File: config.mk
export PLATFORM = sky130hd
export DESIGN_NAME = lp_hs_lane_ctrl
export DESIGN_NICKNAME = d
export VERILOG_FILES = /design/src/rtl/lp_hs_lane_ctrl.sv
export SDC_FILE = /design/constraint.sdc
export NUM_CORES = 1
export LEC_CHECK = 0
export CORE_MARGIN = 1.5
export CORE_UTILIZATION = 35
export CTS_CLUSTER_SIZE = 16
export DETAILED_ROUTE_END_ITERATION = 6
export DONT_BUFFER_PORTS = 1
export PLACE_DENSITY = 0.56
export SLEW_MARGIN = 20
export SYNTH_ARGS = -nofsm -noshare
export SYNTH_HDL_FRONTEND = slang
export SYNTH_SLANG_ARGS = --single-unit
File: constraint.sdc
create_clock -name clk -period 5.25 [get_ports clk]
set_input_delay 1.05 -clock clk [delete_from_list [all_inputs] [get_ports clk]]
set_output_delay 1.05 -clock clk [all_outputs]
set_load 0.005 [all_outputs]
File: src/rtl/lp_hs_lane_ctrl.sv
module lp_hs_lane_ctrl #(
  parameter int CNT_W = 16
) (
  input  logic             clk,
  input  logic             rst_n,
  input  logic             lp_p_in,
  input  logic             lp_n_in,
  input  logic [CNT_W-1:0] stop_min_cyc,
  input  logic [CNT_W-1:0] settle_cyc,
  output logic             term_en,
  output logic             hs_rx_en,
  output logic             hs_active
);

  localparam logic [1:0] LINE_STOP = 2'b11;
  localparam logic [1:0] LINE_REQ  = 2'b01;
  localparam logic [1:0] LINE_BRG  = 2'b00;
  localparam logic [CNT_W-1:0] TMR_MAX = {CNT_W{1'b1}};

  typedef enum logic [2:0] {
    M_STOP, M_REQ, M_BRIDGE, M_SETTLE, M_RECV
  } mode_t;

  logic [1:0] meta_q, sync_q, sync_d, line_q;
  mode_t      mode;
  logic [CNT_W-1:0] tmr;

  always_ff @(posedge clk or negedge rst_n) begin
    if (!rst_n) begin
      meta_q <= 2'b00;
      sync_q <= 2'b00;
      sync_d <= 2'b00;
      line_q <= 2'b00;
    end else begin
      meta_q <= {lp_p_in, lp_n_in};
      sync_q <= meta_q;
      sync_d <= sync_q;
      if (sync_q == sync_d) line_q <= sync_q;
    end
  end

  wire at_stop = (line_q == LINE_STOP);
  wire armed   = (tmr >= stop_min_cyc);

  always_ff @(posedge clk or negedge rst_n) begin
    if (!rst_n) begin
      mode <= M_STOP;
      tmr  <= '0;
    end else begin
      case (mode)
        M_STOP: begin
          if (at_stop) begin
            if (tmr != TMR_MAX) tmr <= tmr + 1'b1;
          end else if (line_q == LINE_REQ && armed) begin
            mode <= M_REQ;
            tmr  <= '0;
          end else begin
            tmr <= '0;
          end
        end
        M_REQ: begin
          if (line_q == LINE_BRG) begin
            mode <= M_BRIDGE;
          end else if (line_q != LINE_REQ) begin
            mode <= M_STOP;
            tmr  <= '0;
          end
        end
        M_BRIDGE: begin
          mode <= at_stop ? M_STOP : M_SETTLE;
          tmr  <= '0;
        end
        M_SETTLE: begin
          if (at_stop) begin
            mode <= M_STOP;
            tmr  <= '0;
          end else if (tmr >= settle_cyc) begin
            mode <= M_RECV;
          end else begin
            tmr <= tmr + 1'b1;
          end
        end
        M_RECV: begin
          if (at_stop) begin
            mode <= M_STOP;
            tmr  <= '0;
          end
        end
        default: begin
          mode <= M_STOP;
          tmr  <= '0;
        end
      endcase
    end
  end

  wire in_hs  = (mode == M_BRIDGE) || (mode == M_SETTLE) || (mode == M_RECV);
  wire rx_on  = (mode == M_SETTLE) || (mode == M_RECV);

  assign term_en   = in_hs && !at_stop;
  assign hs_rx_en  = rx_on && !at_stop;
  assign hs_active = (mode == M_RECV) && !at_stop;

endmodule

# Yosys cells after proc, flatten, opt, wreduce, memory -nomap -nowiden
# Index checks and enable logic that the tools add are counted.
word_totals:
  ff_bits: 27
  word_cells: 56
op_classes:
  addsub: 1
  magnitude_cmp: 2
  n_eq_ne: 18
  mux: 17
  n_reduce_logical: 12
op_table:
  columns: ["cell", "count"]
  rows:
  - ["2-to-1 mux 16 bit", 7]
  - ["case mux 16 bit (4 select lines)", 1]
  - ["greater-or-equal comparator 16 bit", 2]
  - ["2-to-1 mux 3 bit", 7]
  - ["adder 16 x 1 -> 16 bit, second input constant", 1]
  - ["inequality test 16 bit, second input constant", 1]
  - ["case mux 3 bit (5 select lines)", 1]
  - ["inequality test 3 bit, second input constant", 4]
  - ["inequality test 2 bit, second input constant", 5]
  - ["AND reduction 5 bit", 2]
  - ["equality test 3 x 2 -> 1 bit, second input constant", 2]
  - ["logical AND 1 bit", 4]
  - ["equality test 3 x 1 -> 1 bit, second input constant", 1]
  - ["equality test 3 bit, second input constant", 1]
  - ["logical NOT 3 bit", 1]
  - ["logical OR 1 bit", 3]
  - ["equality test 2 x 1 -> 1 bit, second input constant", 1]
  - ["equality test 2 bit", 1]
  - ["equality test 2 bit, second input constant", 1]
  - ["logical NOT 2 bit", 1]
  - ["2-to-1 mux 2 bit", 1]
  - ["inequality test 2 x 1 -> 1 bit, second input constant", 1]
  - ["logical NOT 1 bit", 1]

# Logic depth before layout (Yosys ltp)
# Gate-level depths: netlist of the first run.
depth:
  word_depth: 5
  depth_mapped: 10

# Least setup slack after synthesis of the first run
# Ideal clock, no wire load.
synth_path:
  kind: "input -> register"
  from: "input settle_cyc[0]"
  to: "register tmr[12]"
  setup_time_ns: 0.104
  t_arrival_ns: 3.035
  t_required_ns: 5.146
  path_slack_ns: 2.111
  cell_stages: 9
  path_cell_list: "ha_1 > nand2b_1 > a2111o_1 > a311oi_2 > a21oi_2 > or2_1 > buf_6 > buf_6 > o41ai_2"
synth_between:
  elab_chain_len: 3
synth_rtl:
  columns: ["element", "line_no", "source"]
  rows:
  - ["from (decl)", "9", "input logic [CNT_W-1:0] settle_cyc,"]
  - ["greater-or-equal comparator 16 bit", "77", "end else if (tmr >= settle_cyc) begin"]
  - ["inequality test 3 bit (no line)", null, null]
  - ["AND reduction 5 bit (no line)", null, null]
  - ["to (signal assigned)", "53", "if (tmr != TMR_MAX) tmr <= tmr + 1'b1;"]
  - ["to (signal assigned)", "80", "tmr <= tmr + 1'b1;"]
  - ["to (decl)", "26", "logic [CNT_W-1:0] tmr;"]
# Every way passes these cells.
# A chain may end at the register's enable or synchronous reset.

# Worst setup path after layout of the first run
layout_path:
  from: "input settle_cyc[14]"
  to: "register tmr[1]"
# Same word-level chain as after synthesis.

==> results.md, run 1 <==
- Netlist cell types: 43
- Final instance area: 2405 sq um
- Die Span Y: 84.35 microns
- Clock buffer depth: 2
- Post-cts gate resize count: 0
- Initial antenna violation count: 0
- # DRC: 0
- Cts bufs inserted: 3
- Max Clk Rate: 288.7 MHz
- Setup Buffers After CTS: 0
- Status: finished, final reports clean
- RSZ-0062 raised after global routing: false
- Clk sinks: 27
- Routed WL per cell: 14.85 microns
- Number of synthesized flops with an enable pin: 0
- Area after DPL: 2359 sq um
- Vias in the first global route: 1772
- First-pass GRT wire length: 8362 microns
- Max-cap viol count: 0
- Reg-to-reg slack, setup: 2.06 ns
- Via count: 1832
- Gr ovfl total: 0
- # IOs: 39
- CTS root buf: clkbuf_8
- Worst Path Max Fanout: 19
- Initial drt markers: approximately 160
- Asr flop ratio synth: 100.0%
- Ys flop type: dfrtp_1
- Hold Crit Class: reg -> reg
- WS Path Type: in -> reg
- Clk_skew: 0.01135 ns
- Relative slew slack: 46.39%
- Area leader, netlist: dfrtp_1
- Rows: 29
- CP Capture Type: flip-flop
- DRT Pass-1 Iters: 4
- Leakage dissipation: 1.250 nW
- Die X-Extent: around 84 microns
- Worst slew pin tran: 0.8042 ns
- Placed Cells: 327
- Syn. warnings: 0
- Core Area: 6386 sq um
- CTS H-tree lvls: 1
- Layout Nets: between 300 and 400
- WP data required: 5.38 ns
- Syn avg cell area: just under 9 sq um
- Max-slew violations: 0
- ANT cells: 0
- Pin count of the biggest net entering global routing: 30
- Crit start category: input port
- Number of synthesized register bits: 27
- Cell with the most instances after synthesis: inv_1
- Area Growth Syn to Fin: 3.836%
- Initial core utilization: 36.27%
- Setup Viol. Count Final: 0
- Setup total negative slack: 0 ns
- Hold Vio Cnt, Final: 0
- RePlAce Congestion: 0.7852
- Worst vdd ir: 0.0001248 V
- DRT Wirelength: roughly 4900 microns
- Reg clk slew, reported paths: approximately 0.1 ns
- Layout cells sized above 1: 6.693%
- Hold_buf cts: 0
- Proportion of netlist area held by the largest area contributor: 29.17%
- Commonest cells in the netlist: 34 x inv_1, 33 x ha_1, 27 x dfrtp_1
- Worst-Skew Late Latency: roughly 0.27 ns
- Register area share after synthesis: 29.17%
- HPWL Detailed: 3686 microns
- Synth Instances: approximately 260
- Syn Nets: 330
- DR vias/cell: 5.535
- Final Non-Filler Cells: 331
- Pwr/cell area: 268.5 nW/um^2
- Die ar.: about 7000 sq um
- TritonCTS clock tree: done
- Worst path arrival time: 3.60 ns
- Mapped cell area: 2316 sq um
- Port buffer count: 0
- Top post-synthesis cells by area: dfrtp_1 29%, ha_1 18%, inv_1 5.5%, o31ai_1 5.2%, o41ai_2 4.2%
- Final clock period utilization by the worst path: 65.97%
- Post-layout min period: 3.463 ns
- GRT Overall Usage: 14.48%
- ANT nets after route: 0
[per-layer routing]
metal / routed length, microns / up-vias / GRT usage [%]
met4: 144 / 0 / 5.718
met1: 2429 / 844 / 19.54
met5: 0 / - / 0
li1: - / 934 / -
met2: 2160 / 44 / 22.76
met3: 181 / 10 / 3.048
[sequential cells by signal (all words and copies together) (netlist names)]
| name | cells |
|---|---|
| mode | 3 |
| sync_q | 2 |
| meta_q | 2 |
| tmr | 16 |
| sync_d | 2 |
| line_q | 2 |
[logic make-up after synthesis]
logic type / share of synthesized area [%]
AO/OA/AOI/OAI: 25.07
XOR/XNOR: 1.513
adder cells (fa/ha/maj): 17.83
buffers and inverters: 8.157
flip-flops: 29.17
AND/OR/NAND/NOR: 18.26
[worst max-delay path, cell delays in order]
cell and delay (ns):
inv_1 0.02, ha_1 0.30, nand4_1 0.16, nor4_1 0.37, a311oi_2 0.17, a21oi_2 0.67
or2_1 0.66, o21ai_0 0.20
[cells in the final DEF, fill, tap and decap left out, types with 7 or more instances in the layout]
cell and instances:
nand2_1 13, o31ai_1 16, nor2_1 13, nand2b_1 7, a21oi_1 15, nand3_1 12
dfrtp_1 27, inv_1 34, o21ai_0 7, ha_1 33, and3_1 7
[where the power goes]
group	switching, mW	leakage (nW)	internal, mW
combinational	0.159	0.877	0.0971
clock	0.0643	0.0228	0.0544
sequential	0.0411	0.351	0.229
[per-stage QoR]
| step | setup WS, ns | total power [mW] | hold WS [ns] | util (%) |
|---|---|---|---|---|
| 5_1_grt | 1.574 | 0.7026 | 0.3643 | 37.66 |
| 6_report | 1.787 | 0.6456 | 0.3540 | 37.66 |
| 3_3_place_gp | 1.553 | 0.5243 | 0.3341 | 36.93 |
| 2_1_floorplan | 2.111 | 0.4878 | 0.3312 | - |
| 4_1_cts | 1.799 | 0.6548 | 0.3579 | 37.64 |
| 3_5_place_dp | 1.495 | 0.5319 | 0.3364 | 36.93 |
[final timing paths]
kind,to,depth (start not counted),startpoint
min in group asynchronous,mode[1],0,rst_n
worst min-delay path,sync_q[0],0,meta_q[0]
worst max-delay path,tmr[1],8,settle_cyc[14]
max in group asynchronous,tmr[2],0,rst_n
worst max register to register,tmr[1],7,tmr[11]
worst min register to register,sync_q[0],0,meta_q[0]
[final cells by class]
| type | instances | area (sq um) |
|---|---|---|
| tap | 77 | 96.34 |
| fill | 654 | 3981 |
| inverter | 34 | 127.6 |
| timing repair buffer | 1 | 7.507 |
| sequential | 27 | 675.6 |
| multi-input combinational | 188 | 1453 |
| clock buffer | 4 | 45.04 |
(Power assumes the default switching activity.)
==> run 2, diff against run 1 <==
==> constraint.sdc (replaced) <==
create_clock -name clk -period 3.3 [get_ports clk]
set_input_delay 0.66 -clock clk [delete_from_list [all_inputs] [get_ports clk]]
set_output_delay 0.66 -clock clk [all_outputs]
set_load 0.005 [all_outputs]
==> run 2 against run 1 <==
Effect of this change:
- register-to-register slack worse by 1.6 ns
- cell area is 1.1% higher
- core utilization is 0.41 points higher
- wire length is 2.0% higher
- global-route usage is 0.23 points higher
- count of clock-buffer cells in the layout is 1 lower
- sequential power is 59% higher
- die area stayed put
- sequential cell count stayed put
- clock power is 66% higher
- combinational power is 58% higher
- worst setup slack worse by 1.3 ns
- critical path type is now reg -> reg
- highest routed layer unchanged
==> results.md, run 2 (same netlist as run 1, synthesis figures left out) <==
- Status: finished, final reports clean
- CTS root buf: clkbuf_8
- Layout cells sized above 1: 8.171%
- TritonCTS clock tree: done
- Fillers: 638
- Area Growth Syn to Fin: 4.970%
- Max reg flops: 16
- Crit start category: flip-flop
- GRT Overall Usage: 14.71%
- Initial core utilization: 36.27%
- Worst Path Max Fanout: 15
- Worst slew pin tran: around 0.69 ns
- Placed Cells: 330
- Critical-path cell list: inv_1 > ha_1 > nand2b_1 > a2111o_1 > a311oi_2 > a21oi_2 > or2_1 > o41ai_1
- Worst vdd ir: 0.0001560 V
- Setup Viol. Count Final: 0
- Final Non-Filler Cells: 334
- CP Capture Type: flip-flop
- Hold Vio Cnt, Final: 0
- Die ar.: 7114 sq um
- WP data required: 3.47 ns
- Leakage dissipation: 1.265 nW
- Pin count of the biggest net entering global routing: 30
- Worst-Skew Late Latency: 0.28 ns
- Max-slew violations: 0
- Cts bufs inserted: 3
- Max incr delay on CP: 0.49 ns
- Via count: 1890
- Relative slew slack: 53.87%
- CP top delay family: compound AO/OA/AOI/OAI gates
- Hold_buf cts: 0
- ANT nets after route: 0
- Worst path arrival time: between 2 and 3 ns
- Max-cap viol count: 0
- Area after DPL: 2381 sq um
- CTS H-tree lvls: 1
- Initial antenna violation count: 0
- HPWL Detailed: slightly below 4000 microns
- Routed WL per cell: 15.01 microns
- Final clock period utilization by the worst path: a little over four fifths
- Largest Register: tmr
- RePlAce Congestion: between 0.7 and 0.8
- Clock buffer depth: 2
- Initial drt markers: ~100
- Leading cell type in the layout, fill and taps excluded: inv_1
- DRT Wirelength: roughly 5000 microns
- CP Buf/Inv Count: 1
- Die Span Y: 84.35 microns
- Reg clk slew, reported paths: 0.10 ns
- DRT Pass-1 Iters: 4
- RSZ-0062 raised after global routing: false
- Hold Crit Class: in -> async
- Vias in the first global route: 1792
- # IOs: 39
- Port buffer count: 0
- Max Clk Rate: 357.0 MHz
- WS Path Type: reg -> reg
- Clk sinks: 27
- Top Registers: tmr x16, mode x3
- Core Area: 6386 sq um
- DR vias/cell: 5.659
- Pwr/cell area: 425.8 nW/um^2
- Post-cts gate resize count: 0
- Setup Buffers After CTS: 0
- Die X-Extent: around 84 microns
- Critical-path top delay cell: or2_1
- Post-layout min period: 2.801 ns
- First-pass GRT wire length: 8542 microns
- Setup total negative slack: 0 ns
- Most frequent cells in the layout: 34 x inv_1, 33 x ha_1, 27 x dfrtp_1
- ANT cells: 0
- Layout Nets: 327
- Final instance area: ~2400 sq um
- Clk_skew: 0.004285 ns
- # DRC: 0
- Gr ovfl total: 0
- Rows: 29
[run 2: cell count changes in the layout (fill, tap and decap cells not counted), sizes merged]
cell and change:
clkinvlp +1, buf +3, clkbuf -1
[run 2: path summary, 6_finish.rpt]
check	from	to	slack, ns	cells after the start
worst max register to register	tmr[0]	tmr[5]	0.50	8
worst min-delay path	rst_n	tmr[3]	0.06	0
max in group asynchronous	rst_n	tmr[11]	3.16	0
worst max-delay path	tmr[0]	tmr[5]	0.50	8
min in group clk	meta_q[0]	sync_q[0]	0.36	0
worst min register to register	meta_q[0]	sync_q[0]	0.36	0
[run 2: stage by stage]
step / setup WS (ns) / utilization, % / power, mW / hold WS, ns
CTS: 0.4562 / 38.05 / 1.048 / 0.05014
finish: 0.4991 / 38.07 / 1.035 / 0.06152
global placement: 0.3564 / 37.28 / 0.8376 / 0.3346
floorplan: 0.5514 / - / 0.7760 / 0.3312
global route: 0.1844 / 38.07 / 1.119 / 0.04492
detailed placement: 0.3024 / 37.28 / 0.8466 / 0.3372
[run 2: per-layer routing]
| layer | up-vias | part of all wire (%) | track usage (%) |
|---|---|---|---|
| li1 | 954 | - | - |
| met3 | 4 | 3.5 | 2.163 |
| met4 | 0 | 1.3 | 4.985 |
| met1 | 889 | 51 | 20.54 |
| met2 | 43 | 45 | 23.42 |
| met5 | - | 0 | 0 |
[run 2: final cells by class]
| cell class | instances | area (sq um) | area share (%) |
|---|---|---|---|
| Sequential cell | 27 | 675.6 | 27.79 |
| Tap cell | 77 | 96.34 | 3.963 |
| Timing Repair Buffer | 4 | 30.03 | 1.235 |
| Clock inverter | 1 | 7.507 | 0.3088 |
| Clock buffer | 3 | 41.29 | 1.698 |
| Inverter | 34 | 127.6 | 5.250 |
| Multi-Input combinational cell | 188 | 1453 | 59.75 |
[run 2: worst reg2reg max path, delay by kind of cell, from the launching register on]
| kind | cells | cell delay (ns) |
|---|---|---|
| compound gates | 4 | 1.29 |
| fa+ha+maj | 1 | 0.26 |
| flops | 1 | 0.43 |
| simple gates | 2 | 0.64 |
| buf+inv | 1 | 0.08 |
[run 2: where the power goes]
part           total (mW)  switching [mW]  internal, mW
registers           0.430          0.0654         0.365
logic               0.407           0.253         0.154
clock network       0.198           0.112        0.0859
